[config.mk]
export PLATFORM = sky130hd
export DESIGN_NAME = hbridge_ctrl
export DESIGN_NICKNAME = d
export VERILOG_FILES = /design/src/rtl/hbridge_ctrl.sv
export SDC_FILE = /design/constraint.sdc
export NUM_CORES = 1
export LEC_CHECK = 0
export ABC_AREA = 1
export ABC_CLOCK_PERIOD_IN_PS = 900
export BUFFER_PORTS_ARGS = -buffer_cell sky130_fd_sc_hd__buf_2
export CORE_AREA = 2 2 39 41
export DETAILED_ROUTE_END_ITERATION = 12
export DIE_AREA = 0 0 41 43
export PLACE_DENSITY_LB_ADDON = 0.25
export SLEW_MARGIN = 0
export SYNTH_ARGS = -nofsm -noshare
export SYNTH_HDL_FRONTEND = slang
export SYNTH_SLANG_ARGS = --single-unit
[constraint.sdc]
create_clock -name clk -period 0.9 [get_ports clk]
set_input_delay 0.18 -clock clk [delete_from_list [all_inputs] [get_ports clk]]
set_output_delay 0.18 -clock clk [all_outputs]
set_load 0.02 [all_outputs]
[src/rtl/hbridge_ctrl.sv]
module hbridge_ctrl (
  input  logic       clk,
  input  logic       rst_n,
  input  logic [1:0] pol,
  input  logic       dis,
  input  logic       en,
  input  logic [3:0] pin_open,
  input  logic       uv_fault,
  input  logic       ot_hot,
  input  logic       ot_warm,
  input  logic       sc_det,
  output logic [1:0] hs_on,
  output logic [1:0] ls_on,
  output logic       sleep,
  output logic       flag_n
);

  logic [1:0] pol_eff;
  logic       dis_eff, en_eff;

  assign pol_eff = pol | pin_open[1:0];
  assign dis_eff = dis | pin_open[2];
  assign en_eff  = en & ~pin_open[3];

  // [0] first sync stage, [1] synchronized value, [2] previous synchronized value
  logic [2:0] dis_sh, en_sh;
  always_ff @(posedge clk or negedge rst_n) begin
    if (!rst_n) begin
      dis_sh <= 3'b111;
      en_sh  <= 3'b000;
    end else begin
      dis_sh <= {dis_sh[1:0], dis_eff};
      en_sh  <= {en_sh[1:0], en_eff};
    end
  end

  logic dis_s, en_s, dis_fall, en_rise, clr_evt, ot_clr;
  assign dis_s    = dis_sh[1];
  assign en_s     = en_sh[1];
  assign dis_fall = dis_sh[2] & ~dis_sh[1];
  assign en_rise  = ~en_sh[2] & en_sh[1];
  assign clr_evt  = dis_fall | en_rise;
  assign ot_clr   = (en_rise & ~ot_hot) | (dis_fall & ~ot_warm);

  logic sc_lat, ot_lat;
  always_ff @(posedge clk or negedge rst_n) begin
    if (!rst_n) begin
      sc_lat <= 1'b0;
      ot_lat <= 1'b0;
    end else begin
      sc_lat <= sc_det | (sc_lat & ~clr_evt);
      ot_lat <= ot_hot | (ot_lat & ~ot_clr);
    end
  end

  logic       drive, fault_any;
  logic [1:0] want_hi, want_lo;
  assign fault_any = dis_s | uv_fault | sc_lat | ot_lat;
  assign drive     = en_s & ~fault_any;
  assign want_hi   = drive ? pol_eff  : 2'b00;
  assign want_lo   = drive ? ~pol_eff : 2'b00;

  always_ff @(posedge clk or negedge rst_n) begin
    if (!rst_n) begin
      hs_on  <= 2'b00;
      ls_on  <= 2'b00;
      sleep  <= 1'b1;
      flag_n <= 1'b1;
    end else begin
      hs_on  <= want_hi & ~ls_on;
      ls_on  <= want_lo & ~hs_on;
      sleep  <= ~en_s;
      flag_n <= ~en_s | ~fault_any;
    end
  end

  p_no_shoot_r2: assert property (@(posedge clk) disable iff (!rst_n)
    (hs_on & ls_on) == 2'b00);

  p_gap_a_r2: assert property (@(posedge clk) disable iff (!rst_n)
    ls_on[0] |=> !hs_on[0]);

  p_gap_b_r2: assert property (@(posedge clk) disable iff (!rst_n)
    ls_on[1] |=> !hs_on[1]);

  p_sleep_quiet_r4: assert property (@(posedge clk) disable iff (!rst_n)
    sleep |-> (flag_n && hs_on == 2'b00 && ls_on == 2'b00));

  p_uv_flag_r5: assert property (@(posedge clk) disable iff (!rst_n)
    uv_fault |=> (flag_n == sleep));

  p_sc_off_r6: assert property (@(posedge clk) disable iff (!rst_n)
    sc_lat |=> (hs_on == 2'b00 && ls_on == 2'b00));

  p_sc_edge_clear_r7: assert property (@(posedge clk) disable iff (!rst_n)
    $fell(sc_lat) |-> $past(clr_evt));

  p_ot_cool_clear_r8: assert property (@(posedge clk) disable iff (!rst_n)
    $fell(ot_lat) |-> !$past(ot_hot));

endmodule

Word level (Yosys, flattened, before mapping)
Index checks and enable logic that the tools add are counted.
Widths: inputs -> output; s select.

storage, ports and cells
  register bits = 14
  bits in latches = 0
  RAM bits = 0
  bits in read-only memories = 0
  output and inout port bits = 6
  word-level logic and storage cells = 42
  memories = 0

operators by class
  $add $sub $neg = 0
  $mul = 0
  divide/modulo/power cells = 0
  order comparisons = 0
  eq/ne operators = 0
  shift operators = 0
  muxes and demuxes = 2
  bitwise logic cells = 32
  reductions and logical operators = 0

operators by type and width
  operator     count
  $not 1->1    9
  $or 1x1->1   9
  $and 1x1->1  8
  $not 2->2    3
  $and 2x2->2  2
  $mux 2       2
  $or 2x2->2   1

Logic depth before layout (Yosys ltp)
Gate-level depths: netlist of the first run.

  depth in word-level cells = 7
  mapped depth = 4
  gate-level depth less buffers = 4

Worst setup path before layout of the first run
OpenSTA, ideal clock, no wires.

  kind = flip-flop to flip-flop
  start point = register dis_sh[1]
  end point = register sc_lat
  arrival time = 0.748 ns
  required time = 0.822 ns
  path slack = 0.074 ns
  cell stages (with the launch flop) = 5
  path buffers = 0
  path through = dfstp_2 -> inv_1 -> nand2_1 -> nand2_1 -> o21bai_1

on the way
  word-level cells in the longest chain between the ends = 6

RTL lines
  element                   line  source
  start: declaration        26    logic [2:0] dis_sh, en_sh;
  start signal: assignment  32    dis_sh <= {dis_sh[1:0], dis_eff};
  $not 1->1                 40    assign dis_fall = dis_sh[2] & ~dis_sh[1];
  $and 1x1->1               40
  $or 1x1->1                42    assign clr_evt = dis_fall | en_rise;
  $not 1->1                 51    sc_lat <= sc_det | (sc_lat & ~clr_evt);
  $and 1x1->1               51
  $or 1x1->1                51
  end signal: assignment    51
  end: declaration          45    logic sc_lat, ot_lat;

No other way between the ends.

Worst setup path in the final report of the first run
  start point = register sleep
  end point = output port sleep

RTL lines
  element                   line  source
  start: declaration        14    output logic sleep,
  start signal: assignment  72    sleep <= ~en_s;

No word-level cell between the ends.

==> results of run 1 <==
area by class of cell:
class | instances | area [um^2]
fill | 135 | 664.4
multi-input combinational | 25 | 126.4
clock buffer | 4 | 36.28
timing repair buffer | 21 | 150.1
inverter | 8 | 30.03
tap | 16 | 20.02
sequential | 14 | 356.6
report_power, final:
group | internal (W) | total (W) | leakage [nW] | switching, W
registers | 0.000664 | 0.000680 | 0.168 | 0.0000162
clock network | 0.000246 | 0.000444 | 0.0210 | 0.000198
logic | 0.0000515 | 0.000100 | 0.181 | 0.0000488
total | 0.000961 | 0.00122 | 0.370 | 0.000263
registers in the layout (all words and copies together), names as in the netlist:
| register | count |
|---|---|
| en_sh | 3 |
| sleep | 1 |
| dis_sh | 3 |
| flag_n | 1 |
| ot_lat | 1 |
| sc_lat | 1 |
| hs_on | 2 |
| ls_on | 2 |
metal layers:
metal  GRT usage [%]  vias to the layer above  wire length (um)
met3           4.712                        2                53
met5               0                        -                 0
li1                -                      189                 -
met2           17.81                       14               382
met1           11.34                      163               331
met4           8.000                        0                16
timing repair:
action	in CTS	in global routing
hold buffers	1	0
buffers inserted	1	0
hold endpoints to repair	9	0
resized for setup	13	1
endpoints found under the setup margin	7	9
gates cloned	0	0
per-stage QoR:
step	setup WS, ns	utilization (%)	hold slack [ns]	instance area [um^2]
after floorplan	0.07428	-	-0.1156	510.5
after detailed placement	0.006182	45.21	0.08280	625.6
after CTS	-0.2050	51.81	0.03755	716.9
final	-0.1970	51.99	0.04130	719.4
after global placement	0.06135	45.21	0.08622	625.6
after global routing	-0.2334	51.99	0.02833	719.4
cells in the final DEF, fill, tap and decap left out, drive strengths merged:
| cell | count |
|---|---|
| or2 | 1 |
| nand3b | 1 |
| clkbuf | 4 |
| nor2 | 10 |
| dfstp | 5 |
| buf | 20 |
| o21bai | 3 |
| dfrtp | 9 |
| a21oi | 1 |
| dlygate4sd3 | 1 |
| inv | 8 |
| nand3 | 1 |
| nand2 | 8 |
worst max path at each step:
stage	to
2_1_floorplan	sc_lat
3_3_place_gp	sc_lat
3_5_place_dp	sc_lat
4_1_cts	sleep
5_1_grt	flag_n
6_report	sleep
cells by family after synthesis:
family	Yosys count	share of synthesized area [%]
compound gates	4	5.391
buf+inv	8	5.883
flops	14	69.85
simple gates	21	18.87
==> impl_metrics.env, run 1 <==
export IMPL_grt_usage_pct=11.37
export IMPL_worstSetupPathType="register to output pin"
export IMPL_cp_depth=1
export IMPL_wl_per_cell_um=8.898
export IMPL_reg2reg_depth=4
export IMPL_ys_flop_type="dfrtp_1"
export IMPL_path_max_fanout=1
export IMPL_synth_seq_cells=14
export IMPL_min_path_type="primary input to register"
export IMPL_reg2reg_from="dis_sh[1]"
export IMPL_start_kind="register"
export IMPL_layout_drive_gt1_share_pct=48.61
export IMPL_synth_nets=61
export IMPL_grt_max_degree=15
export IMPL_path_buf_inv=1
export IMPL_cts_tree="built"
export IMPL_globalplace_congestion=0.7810
export IMPL_hold_depth=2
export IMPL_viasPerCell=4.182
export IMPL_irDropWorstVdd_v=0.0009718
export IMPL_synth_area_um2=510.5
export IMPL_min_to="en_sh[0]"
export IMPL_antenna_found_initial=0
export IMPL_synth_area_top_cells="dfrtp_1, dfstp_2, inv_1"
export IMPL_period_share_pct=121.9
export IMPL_synthArstFlopShare_pct=100.0
export IMPL_grt_ovfl_total=0
export IMPL_firstDrtPassIters=4
export IMPL_ios=20
export IMPL_drv_cap=0
export IMPL_path_clk_slew_ns=0.08
export IMPL_synth_most_common_cell="dfrtp_1"
export IMPL_netlist_instances=47
export IMPL_setup_violations=6
export IMPL_crit_slowest_cell="dfstp_2"
export IMPL_die_area_um2=1763
export IMPL_io_buffer_count=19
export IMPL_synth_edf_count=0
export IMPL_clockBufferDepth=2
export IMPL_routed_wl_um=783
export IMPL_hold_violations=0
export IMPL_slowest_delay_ns=0.53
export IMPL_avgSynthCellArea_um2=10.86
export IMPL_cp_arrival_ns=0.92
export IMPL_design_core_area_um2=1384
export IMPL_status="finished, violations left"
export IMPL_seq_area_frac_synth_pct=69.85
export IMPL_synth_top_area_share_pct=44.12
export IMPL_crit_chain="buf_6"
export IMPL_post_route_min_period_ns=1.097
export IMPL_endpoint_kind="output pin"
export IMPL_fin_ws_ns=-0.1970
export IMPL_clk_latency_ns=0.28
export IMPL_crit_family="flip-flops"
export IMPL_power_leakage_nw=0.3695
export IMPL_synth_area_leader_cell="dfrtp_1"
export IMPL_rrSetupSlack_ns=0.01
export IMPL_cp_startpoint="sleep"
export IMPL_dp_cells=82
export IMPL_hpwl_um=595.7
export IMPL_worstMarginPinSlew_ns=0.2949
export IMPL_finalClockSkew_ns=0.0003131
export IMPL_critPathRequiredTime_ns=0.72
export IMPL_slew_headroom_pct=80.34
export IMPL_clock_sinks=14
export IMPL_r2r_end="sc_lat"
export IMPL_n_antenna_cell=0
export IMPL_violations="setup timing"
export IMPL_drtIter0Drc=10
export IMPL_min_delay_start="pin_open[3]"
export IMPL_tns_ns=-0.7171
export IMPL_start_util_pct=36.89
export IMPL_die_x_um=41
export IMPL_p_total_w=0.001225
export IMPL_cts_root_buf="clkbuf_4"
export IMPL_powerDensity_nw_per_um2=1702
export IMPL_route_vias_total=368
export IMPL_cts_htree_levels=1
export IMPL_postRouteAntennaNets=0
export IMPL_fin_cells=88
export IMPL_rows=14
export IMPL_areaGrowthSynthToFinish_pct=40.93
export IMPL_yosysWarnings=0
export IMPL_grt_pass1_wl_um=1262
export IMPL_final_max_slew_violation_count=0
export IMPL_grt_pass1_vias=350
export IMPL_rsz0062_at_grt="yes"
export IMPL_cts_buffers=3
export IMPL_drc_errors=0
export IMPL_timing_fmax_mhz=911.5
export IMPL_fin_nets=87
export IMPL_die_h_um=43
export IMPL_yosys_top_cells_count="dfrtp_1, inv_1, nand2_1, nor2_1, dfstp_2"
export IMPL_ys_types=11
Power figures use the tool's default switching activity.
==> inputs of run 2 (changes only) <==
Settings changed: BUFFER_PORTS_ARGS -buffer_cell sky130_fd_sc_hd__buf_2 to -buffer_cell sky130_fd_sc_hd__clkbuf_2, SKIP_LAST_GASP set to 1.
==> run 2 against run 1 <==
  * The run still ends with setup timing left
  * Fmax increased by 0.53%
  * Clock-buffer cell count stayed put
  * Worst setup slack better by 0.0058 ns
  * Clock power is 22% lower
  * Sequential cell count unchanged
  * Clock skew is 0.0083 ns higher
  * Sequential share of layout area up 0.17 points
  * Combinational power about the same
  * Sequential power about the same
  * Register-to-register slack about the same
  * Die area did not move
  * Core utilization decreased by 0.18 points
  * Critical endpoint unchanged
  * Largest power group unchanged
==> impl_metrics.env, run 2 (synthesis gave the netlist of run 1 again) <==
export IMPL_status="finished, violations left"
export IMPL_violations="setup timing"
export IMPL_wl_per_cell_um=8.534
export IMPL_hold_violations=0
export IMPL_die_x_um=41
export IMPL_grt_max_degree=15
export IMPL_viasPerCell=4.182
export IMPL_io_buffer_count=19
export IMPL_top_regs="dis_sh (3), en_sh (3)"
export IMPL_pwr_share_seq_pct=60.3
export IMPL_n_antenna_cell=0
export IMPL_die_area_um2=1763
export IMPL_p_sw_w=0.0002401
export IMPL_rows=14
export IMPL_path_clk_slew_ns=0.08
export IMPL_cts_root_buf="clkbuf_4"
export IMPL_slowest_delay_ns=0.54
export IMPL_timing_fmax_mhz=916.4
export IMPL_globalplace_congestion=0.7801
export IMPL_hpwl_um=583.3
export IMPL_clock_sinks=14
export IMPL_pre_cts_ws_ns=0.009459
export IMPL_drc_errors=0
export IMPL_drtIter0Drc=3
export IMPL_clockBufferDepth=2
export IMPL_period_share_pct=121.3
export IMPL_fin_nets=87
export IMPL_worstSetupPathType="register to output pin"
export IMPL_fin_ws_ns=-0.1913
export IMPL_crit_family="flip-flops"
export IMPL_cts_htree_levels=1
export IMPL_areaGrowthSynthToFinish_pct=40.44
export IMPL_final_max_slew_violation_count=0
export IMPL_post_route_min_period_ns=1.091
export IMPL_grt_pass1_vias=347
export IMPL_critPathRequiredTime_ns=0.72
export IMPL_endpoint_kind="output pin"
export IMPL_path_buf_inv=1
export IMPL_worstMarginPinSlew_ns=0.3270
export IMPL_postRouteAntennaNets=0
export IMPL_rsz0062_at_grt="yes"
export IMPL_crit_chain="buf_8"
export IMPL_clk_latency_ns=0.27
export IMPL_mostFrequentLayoutCell="clkbuf_2"
export IMPL_antenna_found_initial=0
export IMPL_die_h_um=43
export IMPL_design_core_area_um2=1384
export IMPL_combPwrFrac_pct=8.8
export IMPL_layout_drive_gt1_share_pct=45.83
export IMPL_route_vias_total=368
export IMPL_min_path_type="primary input to register"
export IMPL_grt_ovfl_total=0
export IMPL_slew_headroom_pct=78.20
export IMPL_path_max_fanout=1
export IMPL_cp_arrival_ns=0.91
export IMPL_cts_buffers=3
export IMPL_start_util_pct=36.89
export IMPL_grt_usage_pct=10.64
export IMPL_routed_wl_um=751
export IMPL_clkPwrFrac_pct=30.8
export IMPL_cts_tree="built"
export IMPL_final_cell_mix="clkbuf_2, dfrtp_1, inv_1, nand2_1, nor2_1"
export IMPL_ios=20
export IMPL_start_kind="register"
export IMPL_crit_slowest_cell="dfstp_2"
export IMPL_setup_violations=6
export IMPL_drv_cap=0
export IMPL_swShare_pct=21.30
export IMPL_grt_pass1_wl_um=1228
export IMPL_finalClockSkew_ns=0.008565
export IMPL_firstDrtPassIters=2
export IMPL_tns_ns=-0.6349
export IMPL_intPower_w=0.0008871
export IMPL_irDropWorstVdd_v=0.0008467
export IMPL_powerDensity_nw_per_um2=1572
export IMPL_p_total_w=0.001127
export IMPL_power_leakage_nw=0.3722
[run 2: cell type report]
class	instances	area, um^2
clock buffer	4	26.28
fill	143	666.9
inverter	8	30.03
multi-input combinational	25	126.4
sequential	14	356.6
tap	16	20.02
timing repair buffer	21	157.7
[run 2: repair_timing]
item / CTS / global route
gates resized for setup: 4 / 15
buffers inserted: 0 / 1
endpoints found under the hold margin: 9 / 0
endpoints found under the setup margin: 7 / 8
hold buffers: 1 / 0
gates cloned: 0 / 0
[run 2: per-layer routing]
layer	part of all wire, %	global-route usage [%]	wire length [um]	vias to the layer above
met5	0	0	0	-
met4	1.9	8.000	14	0
met3	5.7	3.141	43	2
met2	52	15.63	387	12
met1	41	12.33	306	164
li1	-	-	-	190
[run 2: worst paths after layout]
kind | from | endpoint | slack [ns] | cells past startpoint
max | sleep | sleep | -0.19 | 1
min | pin_open[3] | en_sh[0] | 0.05 | 2
max reg2reg | dis_sh[1] | sc_lat | 0.01 | 4
min reg2reg | dis_sh[0] | dis_sh[1] | 0.36 | 0
max in group asynchronous | rst_n | dis_sh[2] | 0.27 | 2
min in group asynchronous | rst_n | en_sh[0] | 0.33 | 2
[run 2: power groups by stage]
| stage | combinational, W | clock [W] | sequential (W) |
|---|---|---|---|
| 2_1_floorplan | 0.0000325 | 0 | 0.000694 |
| 3_3_place_gp | 0.0000877 | 0 | 0.000689 |
| 3_5_place_dp | 0.0000891 | 0 | 0.000690 |
| 4_1_cts | 0.0000993 | 0.000362 | 0.000679 |
| 5_1_grt | 0.000114 | 0.000395 | 0.000684 |
| 6_report | 0.0000997 | 0.000347 | 0.000680 |
[run 2: stage by stage]
step / util, % / hold slack (ns) / area (um^2) / std cells
after global routing: 51.81 / 0.03301 / 716.9 / 88
after detailed placement: 45.21 / 0.09308 / 625.6 / 82
after CTS: 49.10 / 0.04126 / 679.4 / 87
after global placement: 45.21 / 0.09768 / 625.6 / 82
after floorplan: - / -0.1156 / 510.5 / 47
final: 51.81 / 0.04673 / 716.9 / 88
